**src/rtl/blkwr_pkg.sv**
```systemverilog
package blkwr_pkg;
    typedef enum logic [2:0] {
        OP_NOP    = 3'd0,
        OP_WRITE  = 3'd1,
        OP_BLOCK  = 3'd2,
        OP_FLASH  = 3'd3,
        OP_LDCOL  = 3'd4,
        OP_RDCOL  = 3'd5,
        OP_LDMASK = 3'd6,
        OP_CLRMSK = 3'd7
    } op_e;

    typedef enum logic {
        MODE_DIRECT = 1'b0,
        MODE_HELD   = 1'b1
    } mode_e;
endpackage

```
**src/rtl/blkwr_mask_unit.sv**
```systemverilog
module blkwr_mask_unit
    import blkwr_pkg::*;
#(
    parameter int DW = 16
) (
    input  logic          clk,
    input  logic          rst_n,
    input  op_e           op,
    input  logic [DW-1:0] wdata,
    input  logic          wpb_en,
    input  logic [DW-1:0] bmask_in,
    input  logic          be_lo,
    input  logic          be_hi,
    output logic [DW-1:0] bit_en,
    output logic          mode_held
);
    localparam int HALF = DW / 2;

    mode_e         state_q, state_d;
    logic [DW-1:0] mask_q;
    logic [DW-1:0] src_mask;
    logic [DW-1:0] lane_mask;

    // state register and held mask
    always_ff @(posedge clk) begin
        if (!rst_n) begin
            state_q <= MODE_DIRECT;
            mask_q  <= '1;
        end else begin
            state_q <= state_d;
            if (op == OP_LDMASK)
                mask_q <= wdata;
        end
    end

    // transitions: LOAD_MASK -> MODE_HELD, CLEAR_MASK -> MODE_DIRECT
    always_comb begin
        state_d = state_q;
        unique case (state_q)
            MODE_DIRECT: if (op == OP_LDMASK) state_d = MODE_HELD;
            MODE_HELD:   if (op == OP_CLRMSK) state_d = MODE_DIRECT;
            default:     state_d = MODE_DIRECT;
        endcase
    end

    // mask selection
    always_comb begin
        if (!wpb_en)
            src_mask = '1;
        else if (state_q == MODE_HELD)
            src_mask = mask_q;
        else
            src_mask = bmask_in;
        lane_mask = {{HALF{be_hi}}, {HALF{be_lo}}};
        bit_en    = src_mask & lane_mask;
    end

    assign mode_held = (state_q == MODE_HELD);
endmodule

```
**src/rtl/blkwr_color_reg.sv**
```systemverilog
module blkwr_color_reg
    import blkwr_pkg::*;
#(
    parameter int DW = 16
) (
    input  logic          clk,
    input  logic          rst_n,
    input  op_e           op,
    input  logic [DW-1:0] wdata,
    output logic [DW-1:0] color,
    output logic          rd_valid,
    output logic [DW-1:0] rd_data
);
    always_ff @(posedge clk) begin
        if (!rst_n) begin
            color    <= '0;
            rd_valid <= 1'b0;
            rd_data  <= '0;
        end else begin
            if (op == OP_LDCOL)
                color <= wdata;
            rd_valid <= (op == OP_RDCOL);
            rd_data  <= (op == OP_RDCOL) ? color : '0;
        end
    end
endmodule

```
**src/rtl/blkwr_col_merge.sv**
```systemverilog
module blkwr_col_merge #(
    parameter int DW  = 16,
    parameter int BLK = 8,
    parameter int SW  = 3
) (
    input  logic              is_block,
    input  logic              is_write,
    input  logic [SW-1:0]     col_sel,
    input  logic [DW-1:0]     bit_en,
    input  logic [DW-1:0]     color,
    input  logic [DW-1:0]     wdata,
    input  logic [BLK*DW-1:0] old_data,
    output logic [BLK-1:0]    we,
    output logic [BLK*DW-1:0] merged
);
    localparam int LANE = 8;

    for (genvar gi = 0; gi < BLK; gi++) begin : g_col
        logic [DW-1:0] en;
        logic [DW-1:0] src;
        logic [DW-1:0] prev;

        assign prev = old_data[gi*DW +: DW];

        always_comb begin
            for (int b = 0; b < DW; b++) begin
                if (is_block)
                    en[b] = bit_en[b] & wdata[(b / LANE) * LANE + gi];
                else if (is_write && (col_sel == SW'(gi)))
                    en[b] = bit_en[b];
                else
                    en[b] = 1'b0;
            end
            src = is_block ? color : wdata;
        end

        assign merged[gi*DW +: DW] = (src & en) | (prev & ~en);
        assign we[gi]              = |en;
    end
endmodule

```
**src/rtl/blkwr_datapath.sv**
```systemverilog
module blkwr_datapath
    import blkwr_pkg::*;
#(
    parameter int DW    = 16,
    parameter int COL_W = 9
) (
    input  logic                clk,
    input  logic                rst_n,
    input  logic [2:0]          cmd_op,
    input  logic [COL_W-1:0]    col_addr,
    input  logic [DW-1:0]       wdata,
    input  logic                wpb_en,
    input  logic [DW-1:0]       bmask_in,
    input  logic                be_lo,
    input  logic                be_hi,
    input  logic [8*DW-1:0]     old_data,
    output logic [7:0]          col_we,
    output logic [COL_W-4:0]    grp_addr,
    output logic [8*DW-1:0]     col_data,
    output logic                flash_we,
    output logic [DW-1:0]       flash_bits,
    output logic [DW-1:0]       flash_color,
    output logic                rd_valid,
    output logic [DW-1:0]       rd_data
);
    localparam int BLK = 8;
    localparam int SW  = $clog2(BLK);
    localparam int GW  = COL_W - SW;

    op_e              op;
    logic [DW-1:0]    bit_en;
    logic             mode_held;
    logic [DW-1:0]    color;
    logic [BLK-1:0]   m_we;
    logic [BLK*DW-1:0] m_data;
    logic             is_block, is_write;

    logic [BLK-1:0]   we_d;
    logic [GW-1:0]    grp_d;
    logic             fwe_d;
    logic [DW-1:0]    fbits_d, fcol_d;

    assign op = op_e'(cmd_op);

    blkwr_mask_unit #(.DW(DW)) u_mask (
        .clk(clk), .rst_n(rst_n), .op(op), .wdata(wdata),
        .wpb_en(wpb_en), .bmask_in(bmask_in), .be_lo(be_lo), .be_hi(be_hi),
        .bit_en(bit_en), .mode_held(mode_held)
    );

    blkwr_color_reg #(.DW(DW)) u_color (
        .clk(clk), .rst_n(rst_n), .op(op), .wdata(wdata),
        .color(color), .rd_valid(rd_valid), .rd_data(rd_data)
    );

    blkwr_col_merge #(.DW(DW), .BLK(BLK), .SW(SW)) u_merge (
        .is_block(is_block), .is_write(is_write), .col_sel(col_addr[SW-1:0]),
        .bit_en(bit_en), .color(color), .wdata(wdata), .old_data(old_data),
        .we(m_we), .merged(m_data)
    );

    // output decode
    always_comb begin
        is_block = 1'b0;
        is_write = 1'b0;
        we_d     = '0;
        grp_d    = '0;
        fwe_d    = 1'b0;
        fbits_d  = '0;
        fcol_d   = '0;
        unique case (op)
            OP_WRITE: begin
                is_write = 1'b1;
                we_d     = m_we;
                grp_d    = col_addr[COL_W-1:SW];
            end
            OP_BLOCK: begin
                is_block = 1'b1;
                we_d     = m_we;
                grp_d    = col_addr[COL_W-1:SW];
            end
            OP_FLASH: begin
                fbits_d = bit_en;
                fcol_d  = color;
                fwe_d   = |bit_en;
            end
            OP_NOP, OP_LDCOL, OP_RDCOL, OP_LDMASK, OP_CLRMSK: ;
            default: ;
        endcase
    end

    always_ff @(posedge clk) begin
        if (!rst_n) begin
            col_we      <= '0;
            grp_addr    <= '0;
            col_data    <= '0;
            flash_we    <= 1'b0;
            flash_bits  <= '0;
            flash_color <= '0;
        end else begin
            col_we      <= we_d;
            grp_addr    <= grp_d;
            col_data    <= m_data;
            flash_we    <= fwe_d;
            flash_bits  <= fbits_d;
            flash_color <= fcol_d;
        end
    end
endmodule

```
**config.mk**
```make
export PLATFORM = sky130hd
export DESIGN_NAME = blkwr_datapath
export DESIGN_NICKNAME = d
export VERILOG_FILES = /design/src/rtl/blkwr_pkg.sv /design/src/rtl/blkwr_mask_unit.sv /design/src/rtl/blkwr_color_reg.sv /design/src/rtl/blkwr_col_merge.sv /design/src/rtl/blkwr_datapath.sv
export SDC_FILE = /design/constraint.sdc
export NUM_CORES = 1
export LEC_CHECK = 0
export CAP_MARGIN = 20
export CORE_MARGIN = 2
export CORE_UTILIZATION = 30
export DETAILED_ROUTE_END_ITERATION = 16
export HOLD_SLACK_MARGIN = 0.02
export SLEW_MARGIN = 10
export SYNTH_ARGS = -nofsm -noshare
export SYNTH_HDL_FRONTEND = slang
export SYNTH_SLANG_ARGS = --single-unit
```
**constraint.sdc**
```tcl
create_clock -name clk -period 3.1 [get_ports clk]
set_input_delay 0.465 -clock clk [delete_from_list [all_inputs] [get_ports clk]]
set_output_delay 0.465 -clock clk [all_outputs]
set_load 0.1 [all_outputs]
```
==> results of run 1 <==
[power breakdown]
group | switching, W | leakage (nW) | internal, W
Sequential | 0.0000527 | 1.85 | 0.00302
Combinational | 0.00125 | 3.23 | 0.000539
Clock | 0.00124 | 0.441 | 0.00206
Total | 0.00254 | 5.53 | 0.00562
[path summary, 6_finish.rpt]
| path | depth (start not counted) | startpoint | slack (ns) | endpoint |
|---|---|---|---|---|
| max | 6 | u_mask.mode_held | 0.64 | col_data[113] |
| max reg2reg | 6 | u_mask.mode_held | 0.64 | col_data[113] |
| min reg2reg | 2 | u_mask.mask_q[0] | 0.47 | u_mask.mask_q[0] |
| min | 3 | rst_n | 0.45 | u_mask.mask_q[13] |
[kinds of logic after synthesis]
kind of cell,Yosys count
AO/OA/AOI/OAI,258
buffers and inverters,76
flip-flops,225
multiplexers,27
AND/OR/NAND/NOR,262
[Yosys cell counts, drive strengths merged]
cell    number
inv          3
and3b        1
and2b        3
o21ai       15
nor2        95
nand2b       7
nand2       80
o31a         8
o211ai       2
a21boi      17
o21bai      56
and4         2
nand3       22
clkbuf      35
and2        39
o32ai        7
nor3b        2
mux2i       11
a22o         1
buf         38
nor2b        5
a41oi        1
o311a       56
dfxtp      225
a22oi       12
o221a       64
nor3         2
a32oi        2
o21a         9
a21oi        3
and3         4
a211o        5
mux2        16
[stage by stage]
stage / cells / utilization, % / hold slack [ns]
3_3_place_gp: 1567 / 42.5 / 0.445
2_1_floorplan: 848 / - / 0.435
3_5_place_dp: 1567 / 42.5 / 0.449
5_1_grt: 1612 / 45.6 / 0.479
4_1_cts: 1612 / 45.6 / 0.466
6_report: 1615 / 45.6 / 0.453
[layer usage]
| metal | vias to the layer above | GRT usage (%) | wire, um |
|---|---|---|---|
| met5 | - | 0 | 0 |
| met4 | 0 | 7.61 | 1190 |
| met3 | 71 | 5.79 | 3140 |
| met2 | 355 | 38.1 | 16900 |
| met1 | 3852 | 24.7 | 13400 |
| li1 | 3830 | - | - |
[final cells by class]
class,count,share of cell area [%]
repair buffers,402,26.1
multi-input cells,547,29.7
clock buffers,40,5.85
diodes,3,0.0560
inverters,3,0.0840
well taps,390,3.64
clock inverters,5,0.952
flip-flops and latches,225,33.6
[worst reg2reg max path: cells and delay by family, from the launching register on]
kind                   cells  cell delay (ns)
AO/OA/AOI/OAI              3             0.84
buffers and inverters      2             0.57
flip-flops                 1             0.62
multiplexers               1             0.36
[state kept, by name, indices dropped and copies added (netlist names), 6 cells and up]
name / flops
flash_bits: 16
col_we: 8
grp_addr: 6
u_color.color: 16
u_color.rd_data: 16
u_mask.mask_q: 16
col_data: 128
flash_color: 16
==> results by stage, run 1 <==
Run status:
- The flow ran to the end, and the final reports show no timing, DRC or antenna violations.

Finish:
- In the layout the commonest cells are 225 x dfxtp_1, 218 x buf_4, 182 x clkdlybuf4s50_1, 95 x nor2_1, 80 x nand2_1.
- For this run, the post-layout net count is around 1,400.
- The filler cell count in the final layout is ~2,800.
- Across the whole layout, storage elements account for 4500 um^2.
- Relative to the synthesized area, the layout overhead comes to 50.6%.
- The area of the multi-input gates is between 3000 and 4000 um^2.
- In the final layout, the share of cells above drive strength 1 is 29.1%.
- After routing the design area is 13,400 um^2.
- The library cell used most frequently in the layout, excluding fill and tap cells, is dfxtp_1.

Synthesis:
- Of the total synthesized cell area, the portion taken by AND, OR, NAND and NOR gates is 13.4%.
- The fraction of synthesized cell area taken by the top area cell type is 50.6%.
- The cell area after synthesis is between 8000 and 9000 um^2.
- By area, the combinational part of the netlist is dominated by compound AO/OA/AOI/OAI gates.
- The count of different cell masters after synthesis is 42.
- The library cell with the largest summed area after synthesis is dfxtp_1.
- The number of nets in the synthesized netlist is 1,025.
- The register bit total from synthesis is 225.
- The adder and majority gate portion of the synthesized area is 0%.
- The count of warnings emitted by yosys is 0.
- The synthesized netlist devotes 28.0% of its cell area to compound gates.
- After Yosys synthesis, XOR and XNOR cells account for 0% of the synthesized area.
- Sequential elements use 50.6% of the synthesized area.
- By area the synthesized netlist is led by dfxtp_1 51%, o221a_2 7.2%, o311a_1 6.3%.
- The fraction of synthesized area in multiplexers is between 3 and 4%.
- Synthesis handed over a netlist of 848 instances.
- The mean instance size in the synthesized netlist is 10.5 um^2.

Timing:
- The final clock period utilization by the worst path is 79.5%.
- For the pin with the worst max-slew slack, the measured transition is 1.00 ns.
- Timing would allow up to 0.406 GHz.
- The sum of negative setup slack is 0 ns.
- The final number of max-transition violations is 0.
- Setup repair after global routing left no endpoint under its margin.
- Setup violations remaining at the end of the flow were counted as 0.
- Subtracting the final worst setup slack from the clock period gives 2.46 ns.
- In the post-route analysis, the smallest setup slack over all paths is 0.636 ns.
- The final hold violation count is 0.
- The worst slew margin relative to its limit is 32.7%.
- Across the routed clock network, the largest skew measured is 0.0126 ns.

Hold path:
- The class of the worst hold path is in -> reg.

Worst setup path:
- For this design, the slowest cell found on the critical path is dfxtp_1.
- The library cell appearing most often on the critical path is buf_4.
- The largest fanout of any net on the critical path is 12.
- The kind of cell adding the most delay to the critical path is compound AO/OA/AOI/OAI gates.
- The critical path goes through buf_4 -> mux2_2 -> o21ai_1 -> buf_4 -> a211o_1 -> o221a_2.
- The worst endpoint data arrival time is between 2 and 3 ns.
- For this run, the slowest stage of the critical path takes 0.62 ns.
- The nature of the critical path endpoint is a flip-flop.
- The type of the worst setup path is reg -> reg.
- STA puts the critical path data required time at 3.57 ns.
- The number of buffers and inverters on the critical path is 2.
- The startpoint kind of the worst setup timing path is a flip-flop.

Clock tree:
- CTS built an H-tree with a depth of 1.
- The number of setup buffers added after CTS is 0.
- The clock sink count is 225.
- In this run, post-CTS repair resized a total of 0 instances.
- TritonCTS built the clock tree.
- After clock tree synthesis, the flow added hold-fix buffers numbering 0.
- Clock-pin slew was measured on the worst setup and hold paths at 0.06 ns.
- The number of clock buffers added by TritonCTS is 26.
- The maximum root-to-sink buffer count is 3.
- The clock latency on the worst-skew pair is 0.53 ns.
- The tree is rooted in a clkbuf_16.

Global routing:
- The total global routing overflow is 0.
- The via count of the first global-routing pass is 8,074.
- The number of antenna violations at the first check in global routing is 2.
- The first global-routing pass estimated 50,600 um of wire.
- Entering global routing, the biggest net connects 114 pins.
- Global routing used 21.5% of the available tracks.

Placement:
- Detailed placement ended at an HPWL of 25,400 um.
- The number of input and output port buffers inserted is about 370.
- In this run the cell area measured after placement is 12,500 um^2.
- The congestion estimate from routability-driven global placement came to 0.793.
- The worst-case setup slack after placement is 0.295 ns.

Power and ir drop:
- VDD sags by at most around 0.41 mV.
- Summed over all cells, the static leakage comes to 5.53 nW.
- The design draws roughly 0.008 W.
- The total power per unit cell area is 609 nW/um^2.

Drt:
- After detailed routing, the number of vias per cell comes to 5.02.
- Once detail routing completed, the nets flagged for antenna violations numbered 0.
- The number of violations reported at the end of detailed-routing iteration 0 is roughly 470.
- In the routed design, unresolved DRC markers number 0.
- For this block, the routed nets add up to 34,700 um of wire.
- The number of detailed-route iterations in the first pass is 5.
- In the final routed layout, each cell accounts on average for about 21 um.
- The total number of vias is 8,108.

Floorplanning:
- The area of the die is 31,100 um^2.
- The initial standard-cell utilization of the core is 30.3%.
- The chip height is 176 um.
- The die is 176 um wide.
- After floorplanning, the core was sized to cover 29,400 um^2.
- The cell row count is 63.
- During I/O placement, the number of pins put on the boundary was 369.

Flow run:
- The number of maximum-capacitance constraint violations is 0.
Power figures use the tool's default switching activity.
==> inputs of run 2 (changes only) <==
==> constraint.sdc (replaced) <==
create_clock -name clk -period 2.45 [get_ports clk]
set_input_delay 0.3675 -clock clk [delete_from_list [all_inputs] [get_ports clk]]
set_output_delay 0.3675 -clock clk [all_outputs]
set_load 0.1 [all_outputs]
==> results by stage, run 2 (synthesis results as in run 1) <==
Run status:
- The run finished with clean final reports.

Global routing:
- The first-pass GRT wire length is 50,900 um (+0.52%).
- The total global routing overflow came to 0 (unchanged).
- The number of antenna violations at the first check in global routing was 1 (-1).
- The maximum number of pins on one net before global-route repair is 82 (-28%).
- The via count of the first global-routing pass came to 8,065 (-0.11%).
- The combined global-route utilization of all metal layers is 21.4% (-0.083 points).

Drt:
- The post-detailed-route wirelength per cell is 21.0 um (-2.2%).
- The number of violations reported at the end of detailed-routing iteration 0 came to 482 (+1.9%).
- The number of detailed-route iterations in the first pass is 5 (unchanged).
- The via-per-instance ratio is 4.94 (-1.7%).
- The number of nets still failing antenna checks after routing is 0 (unchanged).
- The DRC violation count after routing was 0 (unchanged).
- The final wirelength is 34,600 um (-0.21%).
- The total number of vias is 8,133 (+0.31%).

Clock tree:
- TritonCTS built the clock tree.
- The deepest level of the CTS H-tree is 1 (unchanged).
- The CTS root buffer is clkbuf_16.
- The number of setup buffers added after CTS was 0 (unchanged).
- The clock transition time at the flip-flop clock pins of the worst setup and hold paths is 0.06 ns (about the same).
- The clock latency on the worst-skew pair is 0.53 ns (about the same).
- The number of CTS-inserted buffers is 26 (unchanged).
- The total of hold buffers inserted after clock tree synthesis is 0 (unchanged).
- The post-cts resize count was 0 (unchanged).
- The clock sink count is 225 (unchanged).
- The maximum root-to-sink buffer count is 3 (unchanged).

Finish:
- The area of the multi-input gates is 3990 um^2 (unchanged).
- The library cells used most frequently in the layout, excluding fill and tap cells, are 246 x buf_4, 225 x dfxtp_1, 175 x clkdlybuf4s50_1, 95 x nor2_1, 80 x nand2_1.
- The number of flip-flops in the largest register is 128 (unchanged).
- The cell area after layout was 13,700 um^2 (+2.5%).
- The fraction of layout instances using a drive strength above 1 is 31.6% (+2.5 points).
- The number of nets in the layout is 1,417 (+2.5%).
- Relative to the synthesized area, the layout overhead comes to 54.3%.
- The register bank with the most flops is col_data.
- The library cell used most frequently in the layout, excluding fill and tap cells, is buf_4.
- The final core utilization came to 46.7% (+1.1 points).
- The area occupied by registers is 4500 um^2 (unchanged).
- The filler cell count in the final layout is 2,758 (-0.43%).

Hold path:
- The worst min-delay path endpoint is u_mask.mask_q[9].
- The worst hold path begins at rst_n.
- The number of instances on the worst hold path is 3 (unchanged).
- The min-delay analysis places its worst path in the category in -> reg.

Floorplanning:
- The area of the die is 31,100 um^2 (unchanged).
- The chip height was 176 um (unchanged).
- The initial standard-cell utilization of the core is 30.3% (unchanged).
- The die width was 176 um (unchanged).
- The placeable core region is 29,400 um^2 (unchanged).
- The cell row count is 63 (unchanged).
- The number of primary I/O pins came to 369 (unchanged).

Timing:
- The worst slew margin relative to its limit is 48.7% (+16 points).
- Setup repair after global routing left no endpoint under its margin.
- The measured slew at the worst slew-check pin was 0.770 ns (-0.233 ns).
- The worst slack on hold paths was 0.343 ns (-0.110 ns).
- The shortest clock period the worst path allows after layout is 2.25 ns (-0.219 ns).
- The final clock period utilization by the worst path was 91.7% (+12 points).
- The highest achievable clock rate is 0.445 GHz (+9.7%).
- The final hold violation count was 0 (unchanged).
- The final number of max-transition violations came to 0 (unchanged).
- The clock tree skew after final layout is 0.0178 ns (+0.00525 ns).
- The final setup violation count is 0 (unchanged).

Worst setup path:
- The largest stage delay on the critical path is 0.48 ns (-0.14 ns).
- The depth of the most critical reg-to-reg path is 6 (unchanged).
- The critical path is of the reg -> reg type.
- The destination of the worst register-to-register timing path is col_we[0].
- The source of the worst register-to-register timing path is u_mask.mode_held.
- On the critical path the largest part of the delay comes from simple AND/OR/NAND/NOR gates.
- The worst endpoint data arrival time came to 2.59 ns (-0.34 ns).
- Walking the worst path, the cells encountered are buf_4 -> mux2_2 -> o21ai_1 -> and4_1 -> and3_1 -> o32ai_1.
- The worst setup path is launched from a flip-flop.
- The largest fanout of any net on the critical path came to 8 (-4).
- The data required time of the worst path is 2.80 ns (-0.77 ns).
- For this design, the slowest cell found on the critical path is dfxtp_1.
- The flop-to-flop setup slack is 0.20 ns (-0.43 ns).
- The nature of the critical path endpoint is a flip-flop.
- The critical path buffer and inverter count was 1 (-1).

Placement:
- The number of input and output port buffers inserted is 368 (unchanged).
- The post-DP HPWL is 25,900 um (+1.9%).
- The final weighted congestion in routability-driven placement is 0.812 (+2.4%).
- The placed standard-cell area is 12,900 um^2 (+3.4%).

Power and ir drop:
- The total power per unit cell area was 729 nW/um^2 (+20%).
- The largest voltage drop on the vdd net is 0.438 mV (+5.8%).
- The total design power is 0.0100 W (+23%).
- The static leakage is 5.75 nW (+3.9%).

Flow run:
- The number of maximum-capacitance constraint violations is 0 (unchanged).
run 2: cell types whose count changed in the layout (fill, tap and decap cells not counted), sizes merged:
cell,delta
buf,+42
clkdlybuf4s50,-7
clkbuf,-5
clkinv,+4
bufinv,-2
clkinvlp,+1
diode,-1
inv,+1
run 2: metrics by stage:
step	cells	setup TNS, ns	worst slack (ns)
after floorplan	848	0	0.574
after global placement	1602	-0.0966	-0.0712
after detailed placement	1602	-0.209	-0.0640
after CTS	1646	0	0.183
after global routing	1646	0	0.0521
final	1648	0	0.204
run 2: worst max path at each step:
stage | from | slack [ns] | cells after the start | end
finish | u_mask.mode_held | 0.20 | 6 | col_we[0]
global route | u_mask.mode_held | 0.05 | 6 | col_we[0]
CTS | u_mask.mode_held | 0.18 | 6 | col_we[0]
detailed placement | cmd_op[0] | -0.06 | 8 | col_we[0]
global placement | cmd_op[0] | -0.07 | 8 | col_we[0]
floorplan | cmd_op[2] | 0.57 | 6 | col_data[80]
run 2: power by group:
group,switching (W),internal [W],leakage (nW)
registers,0.0000675,0.00382,1.85
logic,0.00159,0.000735,3.50
clock network,0.00154,0.00225,0.397
run 2: area by class of cell:
| type | count | share of cell area [%] |
|---|---|---|
| tap | 390 | 3.55 |
| sequential | 225 | 32.8 |
| inverter | 3 | 0.0820 |
| timing repair buffer | 437 | 28.5 |
| antenna | 2 | 0.0364 |
| clock buffer | 35 | 5.21 |
| multi-input combinational | 547 | 29.0 |
| clock inverter | 9 | 0.783 |
run 2: worst register-to-register path: stages (launching register included):
cell	delay [ns]
dfxtp_1	0.48
buf_4	0.22
mux2_2	0.34
o21ai_1	0.17
and4_1	0.22
and3_1	0.42
o32ai_1	0.22
run 2: layer usage:
metal  global-route usage (%)  part of all wire (%)  vias to the layer above
met3                     5.99                   8.6                       42
li1                         -                     -                     3907
met5                        0                 0.038                        -
met1                     25.0                    40                     3864
met4                     3.72                   1.4                        2
met2                     39.2                    50                      318
==> inputs of run 3 (changes only) <==
--- a/config.mk
+++ b/config.mk
@@ -10,6 +10,7 @@
 export CORE_UTILIZATION = 30
 export DETAILED_ROUTE_END_ITERATION = 16
 export HOLD_SLACK_MARGIN = 0.02
+export RECOVER_POWER = 25
 export SLEW_MARGIN = 10
 export SYNTH_ARGS = -nofsm -noshare
 export SYNTH_HDL_FRONTEND = slang
==> results by stage, run 3 (synthesis results as in run 1) <==
Run status:
- The run finished with clean final reports.

Timing:
- The final hold violation count was 0 (unchanged).
- Setup repair after global routing left no endpoint under its margin.
- The final clock period utilization by the worst path came to 92.5% (+0.88 points).
- The worst slew margin relative to its limit is 17.7% (-31 points).
- The final number of max-transition violations was 0 (unchanged).
- The worst slack on hold paths is 0.345 ns (+0.00211 ns).
- The final setup violation count is 0 (unchanged).
- The sum of negative setup slack is 0 ns (unchanged).
- The highest achievable clock rate was 0.441 GHz (-0.95%).
- The shortest clock period the worst path allows after layout is 2.27 ns (+0.0216 ns).
- The measured slew at the worst slew-check pin was 1.24 ns (+0.470 ns).
- The clock tree skew after final layout was 0.0183 ns (+0.000522 ns).

Clock tree:
- The deepest level of the CTS H-tree is 1 (unchanged).
- The post-cts resize count is 0 (unchanged).
- The maximum root-to-sink buffer count is 3 (unchanged).
- TritonCTS built the clock tree.
- The clock transition time at the flip-flop clock pins of the worst setup and hold paths is 0.06 ns (about the same).
- The CTS root buffer is clkbuf_16.
- The total of hold buffers inserted after clock tree synthesis came to 0 (unchanged).
- The clock sink count came to 225 (unchanged).
- The number of setup buffers added after CTS came to 0 (unchanged).
- The clock latency on the worst-skew pair is 0.53 ns (about the same).
- The number of CTS-inserted buffers is 26 (unchanged).

Finish:
- In the layout the commonest cells are 225 x dfxtp_1, 186 x buf_4, 173 x clkdlybuf4s50_1, 95 x nor2_1, 80 x nand2_1.
- The fraction of layout instances using a drive strength above 1 is 26.8% (-4.8 points).
- The most common library cell in the layout ignoring fill and taps is dfxtp_1.
- The filler cell count in the final layout came to 2,824 (+2.4%).
- The area growth from synthesis to layout is 51.8%.
- The number of flip-flops in the largest register is 128 (unchanged).
- The register bank with the most flops is col_data.
- The area occupied by registers is 4500 um^2 (unchanged).
- The number of nets in the layout came to 1,417 (unchanged).
- The cell area after layout is 13,500 um^2 (-1.6%).
- The number of standard cells in the final layout excluding fillers is 1,648 (unchanged).
- The area of the multi-input gates is 3990 um^2 (unchanged).

Placement:
- The final weighted congestion in routability-driven placement is 0.812 (unchanged).
- The placed instance count is 1,602 (unchanged).
- The number of input and output port buffers inserted is 368 (unchanged).
- The placed standard-cell area is 12,900 um^2 (unchanged).
- The post-DP HPWL is 25,900 um (unchanged).

Global routing:
- The total global routing overflow is 0 (unchanged).
- The combined global-route utilization of all metal layers came to 21.4% (unchanged).
- The number of antenna violations at the first check in global routing is 1 (unchanged).
- The maximum number of pins on one net before global-route repair is 82 (unchanged).
- The first-pass GRT wire length came to 50,900 um (unchanged).
- The via count of the first global-routing pass is 8,065 (unchanged).

Flow run:
- The number of maximum-capacitance constraint violations came to 0 (unchanged).

Drt:
- The post-detailed-route wirelength per cell is 21.0 um (about the same).
- The final wirelength came to 34,600 um (about the same).
- The via-per-instance ratio is 4.91 (-0.45%).
- The number of nets still failing antenna checks after routing came to 0 (unchanged).
- The number of violations reported at the end of detailed-routing iteration 0 is 462 (-4.1%).
- The number of detailed-route iterations in the first pass is 5 (unchanged).
- The total number of vias came to 8,096 (-0.45%).
- The DRC violation count after routing is 0 (unchanged).

Floorplanning:
- The cell row count is 63 (unchanged).
- The die width came to 176 um (unchanged).
- The area of the die is 31,100 um^2 (unchanged).
- The initial standard-cell utilization of the core is 30.3% (unchanged).
- The chip height is 176 um (unchanged).
- The placeable core region is 29,400 um^2 (unchanged).
- The number of primary I/O pins is 369 (unchanged).

Hold path:
- The class of the worst hold path is in -> reg.
- The number of instances on the worst hold path came to 3 (unchanged).
- The worst min-delay path endpoint is u_mask.mask_q[9].
- In this run the most critical hold path is launched from rst_n.

Worst setup path:
- The nature of the critical path endpoint is a flip-flop.
- The worst register-to-register path ends at col_we[0].
- Traced cell by cell, the critical path runs through buf_4 -> mux2_2 -> o21ai_1 -> and4_1 -> and3_1 -> o32ai_1.
- On the critical path the largest part of the delay comes from simple AND/OR/NAND/NOR gates.
- The depth of the most critical reg-to-reg path is 6 (unchanged).
- The data required time of the worst path is 2.79 ns (about the same).
- The source of the worst register-to-register timing path is u_mask.mode_held.
- The largest individual stage delay along the critical path comes from the cell dfxtp_1.
- The flop-to-flop setup slack was 0.18 ns (-0.02 ns).
- The largest fanout of any net on the critical path came to 8 (unchanged).
- The largest stage delay on the critical path is 0.48 ns (about the same).
- The critical path buffer and inverter count is 1 (unchanged).
- The type of the worst setup path is reg -> reg.
- The worst endpoint data arrival time is 2.61 ns (+0.02 ns).
- The startpoint kind of the worst setup timing path is a flip-flop.

Power and ir drop:
- The largest voltage drop on the vdd net is 0.433 mV (-1.2%).
- The total power per unit cell area is 738 nW/um^2 (+1.3%).
- The net switching component of the power is 0.00320 W (about the same).
- The relative contribution of the clock network to total power is 38.1% (+0.2 points).
- The combinational cell fraction of total power is 22.9% (-0.3 points).
- The share of total power in sequential cells is 39.0% (about the same).
- The internal cell power is 0.00677 W (-0.53%).
- The switching fraction of total power came to 32.1% (+0.13 points).
- The static leakage is 5.50 nW (-4.3%).
-- run 3: cell types whose count changed in the layout (fill, tap and decap cells not counted) --
cell             previous run  this run
clkdlybuf4s50_1           175       173
and2_0                      0         4
clkbuf_1                    7        67
dlygate4sd3_1               0         2
buf_4                     246       186
and2_1                     39        35
-- run 3: worst max-delay path by stage --
stage	end	cells past startpoint	slack (ns)	from
2_1_floorplan	col_data[80]	6	0.57	cmd_op[2]
3_3_place_gp	col_we[0]	8	-0.07	cmd_op[0]
3_5_place_dp	col_we[0]	8	-0.06	cmd_op[0]
4_1_cts	col_we[0]	6	0.18	u_mask.mode_held
5_1_grt	col_we[0]	6	0.05	u_mask.mode_held
6_report	col_we[0]	6	0.18	u_mask.mode_held
-- run 3: cell type report --
| class | instances | area share, % |
|---|---|---|
| antenna | 2 | 0.0370 |
| clock buffer | 35 | 5.30 |
| clock inverter | 9 | 0.796 |
| inverter | 3 | 0.0833 |
| multi-input combinational | 547 | 29.5 |
| sequential | 225 | 33.3 |
| tap | 390 | 3.61 |
| timing repair buffer | 437 | 27.3 |
-- run 3: metal layers --
| layer | vias up | global-route usage [%] | part of all wire, % | routed length [um] |
|---|---|---|---|---|
| met3 | 40 | 5.99 | 9.1 | 3160 |
| met1 | 3839 | 25.0 | 39 | 13500 |
| met4 | 2 | 3.72 | 1.4 | 475 |
| li1 | 3904 | - | - | - |
| met2 | 311 | 39.2 | 50 | 17400 |
| met5 | - | 0 | 0.038 | 13 |
-- run 3: worst register-to-register path, stage by stage (launching register included) --
cell,delay (ns)
dfxtp_1,0.48
buf_4,0.22
mux2_2,0.34
o21ai_1,0.17
and4_1,0.23
and3_1,0.42
o32ai_1,0.23
-- run 3: power by group through the flow --
stage	sequential, W	clock [W]	combinational (W)
global placement	0.00397	0	0.00233
finish	0.00389	0.00380	0.00229
global route	0.00390	0.00403	0.00239
detailed placement	0.00397	0	0.00233
floorplan	0.00496	0	0.000516
CTS	0.00389	0.00389	0.00234
-- run 3: through the flow --
stage / worst slack, ns / util (%) / total power [W]
2_1_floorplan: 0.574 / - / 0.00547
4_1_cts: 0.183 / 46.7 / 0.0101
3_3_place_gp: -0.0712 / 43.9 / 0.00630
6_report: 0.183 / 46.0 / 0.00997
3_5_place_dp: -0.0640 / 43.9 / 0.00630
5_1_grt: 0.0521 / 45.9 / 0.0103
